## src/rtl/evtrig_pkg.sv

```systemverilog
package evtrig_pkg;
    localparam int NCH = 3;

    typedef enum int {
        CH_INT  = 0,
        CH_SOCA = 1,
        CH_SOCB = 2
    } chan_e;

    localparam int FLG_W      = 16;
    localparam int FLG_POS_INT  = 0;
    localparam int FLG_POS_SOCA = 2;
    localparam int FLG_POS_SOCB = 3;

    typedef struct packed {
        logic socb;
        logic soca;
        logic intr;
    } chan_bits_t;

    function automatic int flag_pos(input int ch);
        case (ch)
            CH_INT:  return FLG_POS_INT;
            CH_SOCA: return FLG_POS_SOCA;
            default: return FLG_POS_SOCB;
        endcase
    endfunction

    function automatic logic [FLG_W-1:0] pack_flags(input chan_bits_t f);
        logic [FLG_W-1:0] w;
        w = '0;
        w[FLG_POS_INT]  = f.intr;
        w[FLG_POS_SOCA] = f.soca;
        w[FLG_POS_SOCB] = f.socb;
        return w;
    endfunction
endpackage

```

## src/rtl/evtrig_counter.sv

```systemverilog
module evtrig_counter #(
    parameter int CNT_W = 4
) (
    input  logic             clk,
    input  logic             rst,
    input  logic             evt,
    input  logic [CNT_W-1:0] prd,
    output logic [CNT_W-1:0] cnt,
    output logic             match
);
    localparam int EXT_W = CNT_W + 1;

    logic [CNT_W-1:0] cnt_q;
    logic [EXT_W-1:0] next_ext;
    logic             off;

    assign off      = (prd == '0) || (cnt_q > prd);
    assign next_ext = {1'b0, cnt_q} + EXT_W'(1);
    assign match    = !off && evt && (next_ext == {1'b0, prd});

    always_ff @(posedge clk) begin
        if (rst) begin
            cnt_q <= '0;
        end else if (off || match) begin
            cnt_q <= '0;
        end else if (evt) begin
            cnt_q <= next_ext[CNT_W-1:0];
        end
    end

    assign cnt = cnt_q;
endmodule

```

## src/rtl/evtrig_soc_latch.sv

```systemverilog
module evtrig_soc_latch (
    input  logic clk,
    input  logic rst,
    input  logic match,
    input  logic clr,
    output logic pulse,
    output logic flag
);
    logic pulse_q, flag_q;

    always_ff @(posedge clk) begin
        if (rst) begin
            pulse_q <= 1'b0;
            flag_q  <= 1'b0;
        end else begin
            pulse_q <= match;
            flag_q  <= (flag_q && !clr) || match;
        end
    end

    assign pulse = pulse_q;
    assign flag  = flag_q;
endmodule

```

## src/rtl/evtrig_int_gate.sv

```systemverilog
module evtrig_int_gate (
    input  logic clk,
    input  logic rst,
    input  logic match,
    input  logic clr,
    output logic pulse,
    output logic flag
);
    logic pulse_q, flag_q, pend_q;
    logic flag_eff, fire;

    assign flag_eff = flag_q && !clr;
    assign fire     = !flag_eff && (pend_q || match);

    always_ff @(posedge clk) begin
        if (rst) begin
            pulse_q <= 1'b0;
            flag_q  <= 1'b0;
            pend_q  <= 1'b0;
        end else begin
            pulse_q <= fire;
            flag_q  <= flag_eff || fire;
            pend_q  <= fire ? (pend_q && match) : (pend_q || match);
        end
    end

    assign pulse = pulse_q;
    assign flag  = flag_q;
endmodule

```

## src/rtl/evtrig_prescale.sv

```systemverilog
module evtrig_prescale
    import evtrig_pkg::*;
#(
    parameter int CNT_W = 4
) (
    input  logic                 clk,
    input  logic                 rst,
    input  logic [NCH-1:0]       evt_i,
    input  logic [NCH*CNT_W-1:0] prd_i,
    input  logic [FLG_W-1:0]     clr_i,
    output logic [NCH-1:0]       pulse_o,
    output logic [FLG_W-1:0]     flag_word_o,
    output logic [NCH*CNT_W-1:0] cnt_o
);
    logic [NCH-1:0] match_w;
    logic [NCH-1:0] flag_w;
    chan_bits_t     flags_s;

    for (genvar g = 0; g < NCH; g++) begin : g_ch
        evtrig_counter #(.CNT_W(CNT_W)) u_cnt (
            .clk   (clk),
            .rst   (rst),
            .evt   (evt_i[g]),
            .prd   (prd_i[g*CNT_W +: CNT_W]),
            .cnt   (cnt_o[g*CNT_W +: CNT_W]),
            .match (match_w[g])
        );

        if (g == CH_INT) begin : g_int
            evtrig_int_gate u_gate (
                .clk   (clk),
                .rst   (rst),
                .match (match_w[g]),
                .clr   (clr_i[flag_pos(g)]),
                .pulse (pulse_o[g]),
                .flag  (flag_w[g])
            );
        end else begin : g_soc
            evtrig_soc_latch u_latch (
                .clk   (clk),
                .rst   (rst),
                .match (match_w[g]),
                .clr   (clr_i[flag_pos(g)]),
                .pulse (pulse_o[g]),
                .flag  (flag_w[g])
            );
        end
    end

    assign flags_s.intr = flag_w[CH_INT];
    assign flags_s.soca = flag_w[CH_SOCA];
    assign flags_s.socb = flag_w[CH_SOCB];
    assign flag_word_o  = pack_flags(flags_s);
endmodule

```

## config.mk

```make
export PLATFORM = sky130hd
export DESIGN_NAME = evtrig_prescale
export DESIGN_NICKNAME = d
export VERILOG_FILES = /design/src/rtl/evtrig_pkg.sv /design/src/rtl/evtrig_counter.sv /design/src/rtl/evtrig_soc_latch.sv /design/src/rtl/evtrig_int_gate.sv /design/src/rtl/evtrig_prescale.sv
export SDC_FILE = /design/constraint.sdc
export NUM_CORES = 1
export LEC_CHECK = 0
export ABC_CLOCK_PERIOD_IN_PS = 2000
export CAP_MARGIN = 25
export CORE_UTILIZATION = 40
export DETAILED_ROUTE_END_ITERATION = 10
export PLACE_DENSITY = 0.78
export SETUP_SLACK_MARGIN = 0.2
export SLEW_MARGIN = 40
export SYNTH_ARGS = -nofsm -noshare
export SYNTH_HDL_FRONTEND = slang
export SYNTH_HIERARCHICAL = 1
export SYNTH_SLANG_ARGS = --single-unit
```

## constraint.sdc

```tcl
create_clock -name clk -period 2 [get_ports clk]
set_input_delay 0.4 -clock clk [delete_from_list [all_inputs] [get_ports clk]]
set_output_delay 0.4 -clock clk [all_outputs]
set_load 0.01 [all_outputs]
```

* Yosys cells after proc, flatten, opt, wreduce, memory -nomap -nowiden
Cells that the tools add are included. Widths: inputs -> output; s select.
Operators by class: add/sub/neg operators 3, order comparisons 3, equality and inequality tests 3, mux-type cells 1, reduce and logical (&&, ||, !) cells 34
Operators by type and width (count):
- $add 4x1->5 const B | 3
- $eq 5x4->1 | 3
- $gt 4x4->1 | 3
- $logic_not 4->1 | 3
- $logic_and 1x1->1 | 11
- $logic_or 1x1->1 | 10
- $logic_not 1->1 | 7
- $reduce_or 2->1 | 3
- $mux 1 | 1
Storage, ports and cells: register bits after elaboration 19, input port bits 33, output and inout port bits 31, word-level logic and storage cells 54

* Depth between registers and ports, before layout
Gate-level depths: netlist of the first run.
word-level depth 8, depth in mapped cells 8, mapped depth without buffers 8

* Hierarchy
The synthesis of the first run kept the hierarchy.
Modules (own cells, without submodules):
- evtrig_counter | instances 3, cells an instance 45, area an instance 381.6 um^2, seq. area each 80.1 um^2
- evtrig_soc_latch | instances 2, cells an instance 6, area an instance 62.6 um^2, seq. area each 40.0 um^2
- evtrig_int_gate | instances 1, cells an instance 11, area an instance 112.6 um^2, seq. area each 60.1 um^2
- evtrig_prescale | instances 1, cells an instance 14, area an instance 101.3 um^2, seq. area each 0.0 um^2

* Worst setup path before layout of the first run
No wires, ideal clock.
path type register to register, from reg g_ch[0].u_cnt.cnt_q[0], to reg g_ch[0].g_int.u_gate.pulse_q, setup time 78 ps, data arrival time 1849 ps, data required time 1922 ps, slack 74 ps, cell stages (with the launch flop) 8, buffers on the path 0, period minus slack after synthesis 1926 ps, cells stage by stage dfxtp_1 -> ha_1 -> or3b_1 -> o211ai_1 -> o2111a_2 -> nor3b_2 -> nor2_1 -> nor3_1
Between the ends: cells in the longest elaborated chain, start to end 7, elaborated cells between the ends (all ways) 9
RTL lines:
- from (decl) | line evtrig_counter.sv:13 | logic [CNT_W-1:0] cnt_q;
- from (signal assigned) | line evtrig_counter.sv:27 | cnt_q <= next_ext[CNT_W-1:0];
- parallel branches: the longest is 4 deep, another holds $add 4x1->5
- $logic_and 1x1->1 (*) | line evtrig_counter.sv:19 | assign match = !off && evt && (next_ext == {1'b0, prd});
- net match_w[0] | line evtrig_prescale.sv:15 | logic [NCH-1:0] match_w;
- $logic_or 1x1->1 (*) | line evtrig_int_gate.sv:13 | assign fire = !flag_eff && (pend_q || match);
- $logic_and 1x1->1 (*) | line evtrig_int_gate.sv:13
- to (signal assigned) | line evtrig_int_gate.sv:21 | pulse_q <= fire;
- to (decl) | line evtrig_int_gate.sv:9 | logic pulse_q, flag_q, pend_q;
Mark *: on every way through the listed nets, which the timed path passes. A chain may end at the register's enable or synchronous reset.

* Worst setup path in the final report of the first run
Same ends and word-level chain as after synthesis.

==> results.md, run 1 <==
- The flow ran to the end, and the final reports show no timing, DRC or antenna violations.
- Of the synthesized area, sequential elements account for 25.63%.
- The register share of total power is 39.0%.
- The CTS H-tree depth is 1.
- The root buffer cell is clkbuf_8.
- The hold violation count in the final report was 0.
- The floorplan has 21 rows.
- The detailed-route DRC error count is 0.
- After legalization and detailed placement, the total HPWL measured 2583 um.
- Setup violations remaining at the end of the flow were counted as 0.
- For this run, the post-layout net count is 294.
- In this run the mean area of a mapped cell was 8.627 um^2.
- The busiest layer in global routing is met2.
- The critical path startpoint category is a flop.
- The synthesized netlist cell count is 172.
- At the end of routability-driven placement, the weighted congestion stood at 0.8424.
- The number of buffers inserted during clock tree synthesis is 3.
- Using the TritonRoute via totals, the vias-per-cell ratio works out to 4.914.
- The CTS clock-pin slew for the worst setup and hold paths is 0.07 ns.
- The repair_antennas step left the layout with diodes totalling 0.
- The category of the worst setup path capture point is a flop.
- During placement, the flow inserted port buffers numbering 37.
- The proportion of layout cells with a drive suffix above 1 is 28.98%.
- The part of the total power dissipated in combinational logic is 36.2%.
- The power density over cell area is 455.9 nW/um^2.
- The clock tree from TritonCTS is yes.
- Entering global routing, the biggest net connects 15 pins.
- The met2 routing resource usage after global routing is 26.34%.
- The number of slew-limit violations in the final report is 0.
- The required time at the endpoint of the critical path is 2.17 ns.
- The kind of critical path is flop to flop.
- The worst setup slack after placement is -0.2761 ns.
- The min-delay analysis places its worst path in the category flop to flop.
- After global routing the overflow that remains totals 0.
- The internal power of the cells totals 747.9 uW.
- After synthesis the netlist holds a flip-flop and latch count of 19.
- The floorplan step defined a die boundary enclosing 3958 um^2.
- The beginning of the worst hold path is g_ch[1].g_soc.u_latch/flag$_SDFF_PP0_.
- In the post-synthesis netlist, the biggest area contributors are dfxtp_1, ha_1, xnor2_1.
- The netlist uses 27 different library cells.
- The most common cell after layout, fill and taps aside is buf_4.
- The worst-case IR drop observed on VDD is 0.0002845 V.
- Setup repair after global routing could not meet its margin everywhere.
- In the layout the commonest cells are buf_4, clkdlybuf4s50_1, dfxtp_1.
- The synthesized netlist occupies a cell area of 1484 um^2.
- The first-iteration detailed-routing DRC count is 41.
- The first detailed-routing pass ran for 4 iterations.
- The library cell occupying the most area in the post-synthesis netlist is dfxtp_1.
- For flop-to-flop paths, the worst setup slack is 0.24 ns.
- The launching element of the worst setup path is g_ch[0].u_cnt/cnt[0]$_SDFFE_PP0P_.
- The clock latency of the later-clocked register in the worst-skew pair is 0.25 ns.
- The number of antenna violations at the first check in global routing is 0.
- The clock net in this run drives a total of 19 sinks.
- The overall routing resource usage is 16.41%.
- The critical path arrival is 1.94 ns.
- The startpoint identified for the worst register-to-register timing path is g_ch[0].u_cnt/cnt[0]$_SDFFE_PP0P_.
- The worst setup skew after layout is 0.002855 ns.
- The count of maximum capacitance violations is 0.
- The share of the synthesized area in the top cell type is 25.63%.
- The average detailed-routed wire length per instance is 12.17 um.
- The initial core utilization is 43.11%.
- The minimum clock period after layout is 1.763 ns.
- The clock network fraction of total power is 24.8%.
- Global routing used 22.38% of the available met1 tracks.
- The number of cells after detailed placement is 284.
- Measured along the y axis, the die boundary spans 62.91 um.
- Net switching is 29.63% of the power.
- The final cell area excluding filler cells is 2331 um^2.
- The longest clock path from root to sink contains 2 buffers.
- The analysis attributes to net switching a power of 314.9 uW.
- Relative to the synthesized area, the layout overhead comes to 57.08%.
- The cell area reported after detailed placement is 2096 um^2.
- For this run, the top clock speed supported by timing is 0.5673 GHz.
- The core region is 3442 um^2.
- Summed over all layers, the routed wires come to 3542 um.
- The number of nets with antenna violations after detailed routing is 0.
- The reported leakage power is 0.0009885 uW.
- The boundary pin count is 64.
- In the final timing run, aggregate negative setup slack is 0 ns.
- The cts-stage hold buffer count is 0.
- Yosys printed 6 warnings.
- The maximum fanout along the worst path is 5.
- The first-pass GRT wire length is 5319 um.
- After layout, the worst setup slack is 0.2374 ns.
- The worst path uses 88.13% of the clock period.
- The floorplan step set the die width to 62.91 um.
- The number of non-filler instances in the completed layout is 291.
- Global routing consumed, on the met3 layer, 3.285% of the routing resources.
- Measured on the finished design, the core utilization comes to 67.72%.
- The via count of the first global-routing pass is 1,202.
- The final route contains 1,430 vias.
[critical path: stages, from the launching register on]
cell and delay, ns:
dfxtp_4 0.39, ha_4 0.15, or3b_1 0.34, o211ai_1 0.10, o2111a_2 0.23, nor3b_4 0.25
nor2_1 0.08, nor3_1 0.15
[registers in the layout, summed over array words and instances, names as in the netlist]
register / flops
g_ch.u_cnt/cnt: 12
g_ch.g_soc.u_latch/flag: 2
g_ch.g_soc.u_latch/pulse: 2
g_ch.g_int.u_gate/flag: 1
g_ch.g_int.u_gate/pend_q: 1
g_ch.g_int.u_gate/pulse: 1
[final cells by class]
type                       instances  area [um^2]
timing repair buffer              70        628.1
inverter                          17        63.81
multi-input combinational        135         1150
clock buffer                       4        45.04
tap                               46        57.56
sequential                        19        386.6
fill                             271         1111
[cell families after synthesis]
logic type | count (synthesis) | synth area share (%)
AND/OR/NAND/NOR | 61 | 24.71
buffers and inverters | 30 | 10.88
AO/OA/AOI/OAI | 22 | 11.47
XOR/XNOR | 21 | 12.39
flip-flops | 19 | 25.63
adder cells (fa/ha/maj) | 15 | 12.65
multiplexers | 3 | 2.024
other | 1 | 0.2527
[final timing paths]
path / end / depth (start not counted)
max: g_ch[0].g_int.u_gate/pulse$_SDFF_PP0_ / 7
min: g_ch[1].g_soc.u_latch/flag$_SDFF_PP0_ / 2
max reg2reg: g_ch[0].g_int.u_gate/pulse$_SDFF_PP0_ / 7
min reg2reg: g_ch[1].g_soc.u_latch/flag$_SDFF_PP0_ / 2
[cells in the mapped netlist]
cell type  number
a21oi_1         6
a21oi_2         3
a41o_1          3
buf_4          13
conb_1          1
dfxtp_1        19
ha_1           15
inv_1          17
mux2i_1         3
nand2_1         7
nand2b_1        2
nand3_1         6
nand4_1         3
nor2_1          4
nor2b_4         1
nor3_1         14
nor3b_1         3
nor3b_2         3
nor4_1          3
o2111a_2        3
o211ai_1        3
o21ai_0         3
o21ai_2         1
or3_1          12
or3b_1          3
xnor2_1        12
xor2_1          9
[per-layer routing]
layer / vias to the layer above / wire, um
li1: 732 / -
met1: 652 / 1637
met2: 41 / 1736
met3: 5 / 141
met4: 0 / 26
met5: - / 0
[timing repair]
item                                    in CTS  in global routing
endpoints found under the setup margin      11                 15
gates resized for setup                     13                 22
setup buffers                                0                  3
pin swaps                                    5                  8
[stage by stage]
stage          total power, uW  hold slack [ns]
3_5_place_dp             745.1           0.4792
5_1_grt                   1123           0.5187
2_1_floorplan            597.5           0.4624
6_report                  1063           0.4841
4_1_cts                   1025           0.4868
3_3_place_gp             737.3           0.4781
[power groups by stage]
stage	sequential, uW	clock, uW	combinational (uW)
3_3_place_gp	419	0	319
3_5_place_dp	419	0	326
4_1_cts	413	266	346
5_1_grt	416	285	422
2_1_floorplan	432	0	165
6_report	414	264	385
(Power assumes the default switching activity.)
==> run 2: changes to the inputs <==
--- a/config.mk
+++ b/config.mk
@@ -7,9 +7,10 @@
 export LEC_CHECK = 0
 export ABC_CLOCK_PERIOD_IN_PS = 2000
 export CAP_MARGIN = 25
-export CORE_UTILIZATION = 40
+export CORE_MARGIN = 5
+export CORE_UTILIZATION = 42
 export DETAILED_ROUTE_END_ITERATION = 10
-export PLACE_DENSITY = 0.78
+export PLACE_DENSITY = 0.82
 export SETUP_SLACK_MARGIN = 0.2
 export SLEW_MARGIN = 40
 export SYNTH_ARGS = -nofsm -noshare
==> run 2 against run 1 <==
Critical path depth unchanged. Combinational power down 7.3%. Cell count down 1.0%. First-iteration DRC count up 15%. Critical path type unchanged. Critical endpoint is now g_ch[0].g_int.u_gate/pend_q$_SDFF_PP0_. Largest cell class unchanged. Largest power group unchanged.
==> results.md, run 2 (synthesized netlist as in run 1, its figures left out) <==
- Fill cells in the final layout number 258.
- The worst hold margin is 0.4909 ns.
- Buffers inserted to repair hold after CTS numbered 0.
- The register share of total power is 43.4%.
- The post-route netlist has 27.69% of its cells at a drive strength greater than 1.
- In the post-route analysis, the smallest setup slack over all paths is 0.2072 ns.
- The first TritonRoute pass finished after 4 iterations.
- The first global-routing pass estimated 5754 um of wire.
- The power consumption is 963.8 uW.
- The via count of the first global-routing pass is 1,361.
- After the first detailed-routing iteration, the DRC count stood at 47.
- The boundary pin count is 64.
- The reported leakage power is 0.0009246 uW.
- The number of slew-limit violations in the final report is 0.
- Dividing the detail-routed wire length by the instance count gives 12.26 um.
- The required time at the endpoint of the critical path is 2.24 ns.
- Between clock sinks in the finished design, the worst skew comes to 0.003398 ns.
- The setup slack of the worst register-to-register path is 0.21 ns.
- The floorplan step set the die height to 69.44 um.
- Setup repair after global routing could not meet its margin everywhere.
- Based on the critical path, the design can be clocked at up to 0.5578 GHz.
- The tree is rooted in a clkbuf_4.
- Dividing the final minimum period by the clock period gives 89.64%.
- The transition at the pin with the smallest max-transition slack is 0.4987 ns.
- After detailed routing, the total wire length is 3530 um.
- Once placement finished, the instance area stood at 2073 um^2.
- 0 antenna diodes ended up in the layout.
- The clock network fraction of total power is 19.6%.
- CTS built an H-tree with a depth of 1.
- The die covers 4822 um^2.
- The register with the most flip-flops in the layout has 12 of them.
- The worst setup slack after placement is -0.2878 ns.
- The number of buffers inserted during clock tree synthesis is 3.
- The worst setup path is captured at a flop.
- The top cell types in the final layout, fill and taps aside, are clkdlybuf4s50_1, buf_4, inv_1.
- The later pin in the worst-skew pair is clocked with a latency of 0.29 ns.
- The power density over cell area is 430.8 nW/um^2.
- The floorplan row count is 21.
- The worst hold path belongs to the class flop to flop.
- After the last flow step, the layout net total stands at 291.
- The number of non-filler instances in the completed layout is 288.
- The count of maximum capacitance violations is 0.
- The number of cells after detailed placement is 281.
- The area growth from synthesis to layout is 50.76%.
- The detailed-route DRC error count is 0.
- The kind of critical path is flop to flop.
- The analysis attributes to net switching a power of 294.0 uW.
- The number of nets with antenna violations after detailed routing is 0.
- The clock sink count is 19.
- The internal power of the cells totals 669.8 uW.
- The largest net degree at the start of global routing is 16.
- In this run the standard cell core region covers 3390 um^2.
- The global-route congestion overflow total is 0.
- Dividing the detail-routed via count by the number of cells gives 4.955.
- During placement, the flow inserted port buffers numbering 37.
- The number of buffers between clock root and the deepest sink is 2.
- The overall via count from detail_route is 1,427.
- The overall routing resource usage is 13.90%.
- The initial core utilization is 43.78%.
- The minimum clock period after layout is 1.793 ns.
- The hold violation count in the final report is 0.
- Setup violations remaining at the end of the flow were counted as 0.
- The die span in x is 69.44 um.
- The most common cell after layout, fill and taps aside is clkdlybuf4s50_1.
- The number of antenna violations at the first check in global routing was 0.
- Per report_power, the combinational group accounts for 37.0% of the total.
- The critical path arrival is 2.03 ns.
- After legalization and detailed placement, the total HPWL measured 2646 um.
- The worst-case IR drop observed on VDD is 0.0003682 V.
- The critical path startpoint category is a flop.
- Net switching is 30.50% of the power.
- After routing the design area is 2237 um^2.
- The worst pin sits at a relative slew slack of 66.65%.
- The run finished with clean final reports.
- Of all nets on the critical path, the largest fanout is 5.
- TritonCTS built the clock tree.
- At the end of routability-driven placement, the weighted congestion stood at 0.8143.
- After clock tree synthesis, the clock-pin slew on the worst setup and hold paths is 0.10 ns.
-- run 2: cell count changes in the layout (fill, tap and decap cells not counted), moves of 2 or more --
cell	previous run	this run
inv_2	2	0
dlymetal6s2s_1	5	1
clkbuf_8	3	0
ha_4	8	5
dfxtp_1	16	11
clkdlybuf4s50_1	30	34
buf_4	33	30
a21oi_1	2	4
clkbuf_4	0	3
ha_1	7	9
inv_1	15	17
dfxtp_2	2	5
dfxtp_4	1	3
a21oi_2	7	5
-- run 2: critical path: stages (launching register included) --
cell and delay [ns]:
dfxtp_4 0.39, ha_4 0.15, or3b_1 0.34, o211ai_1 0.11, o2111a_2 0.25, nor3b_4 0.27
nand2_1 0.10, a21oi_2 0.12
-- run 2: per-stage QoR --
stage	util [%]	setup TNS, ns
after CTS	63.79	0
final	66.00	0
after global placement	61.17	-1.978
after global routing	66.00	0
after detailed placement	61.17	-2.679
after floorplan	-	0
-- run 2: power by group through the flow --
| stage | sequential, uW | clock, uW | combinational [uW] |
|---|---|---|---|
| 2_1_floorplan | 432 | 0 | 165 |
| 3_3_place_gp | 425 | 0 | 304 |
| 3_5_place_dp | 425 | 0 | 312 |
| 4_1_cts | 415 | 196 | 334 |
| 5_1_grt | 421 | 212 | 396 |
| 6_report | 418 | 189 | 357 |
-- run 2: worst paths after layout --
check | from | endpoint | cells past startpoint
setup / recovery | g_ch[0].u_cnt/cnt[1]$_SDFFE_PP0P_ | g_ch[0].g_int.u_gate/pend_q$_SDFF_PP0_ | 7
hold / removal | g_ch[1].g_soc.u_latch/flag$_SDFF_PP0_ | g_ch[1].g_soc.u_latch/flag$_SDFF_PP0_ | 2
setup reg to reg | g_ch[0].u_cnt/cnt[1]$_SDFFE_PP0P_ | g_ch[0].g_int.u_gate/pend_q$_SDFF_PP0_ | 7
hold reg to reg | g_ch[1].g_soc.u_latch/flag$_SDFF_PP0_ | g_ch[1].g_soc.u_latch/flag$_SDFF_PP0_ | 2
-- run 2: area by class of cell --
type / instances / area [um^2] / share of cell area (%)
Sequential cell: 19 / 397.9 / 17.79
Inverter: 17 / 63.81 / 2.852
Tap cell: 46 / 57.56 / 2.573
Multi-Input combinational cell: 135 / 1096 / 48.99
Timing Repair Buffer: 67 / 595.6 / 26.62
Clock buffer: 4 / 26.28 / 1.174
-- run 2: timing repair --
action	in CTS	in global routing
endpoints found under the setup margin	12	14
cloned	0	0
resized for setup	15	16
pin swaps	6	10
setup buffers	1	2
-- run 2: layer usage --
layer	global-route usage (%)	up-vias	part of all wire, %
li1	-	731	-
met1	16.39	656	44
met2	26.06	34	50
met3	2.899	6	4.9
met4	1.952	0	1.1
met5	0	-	0
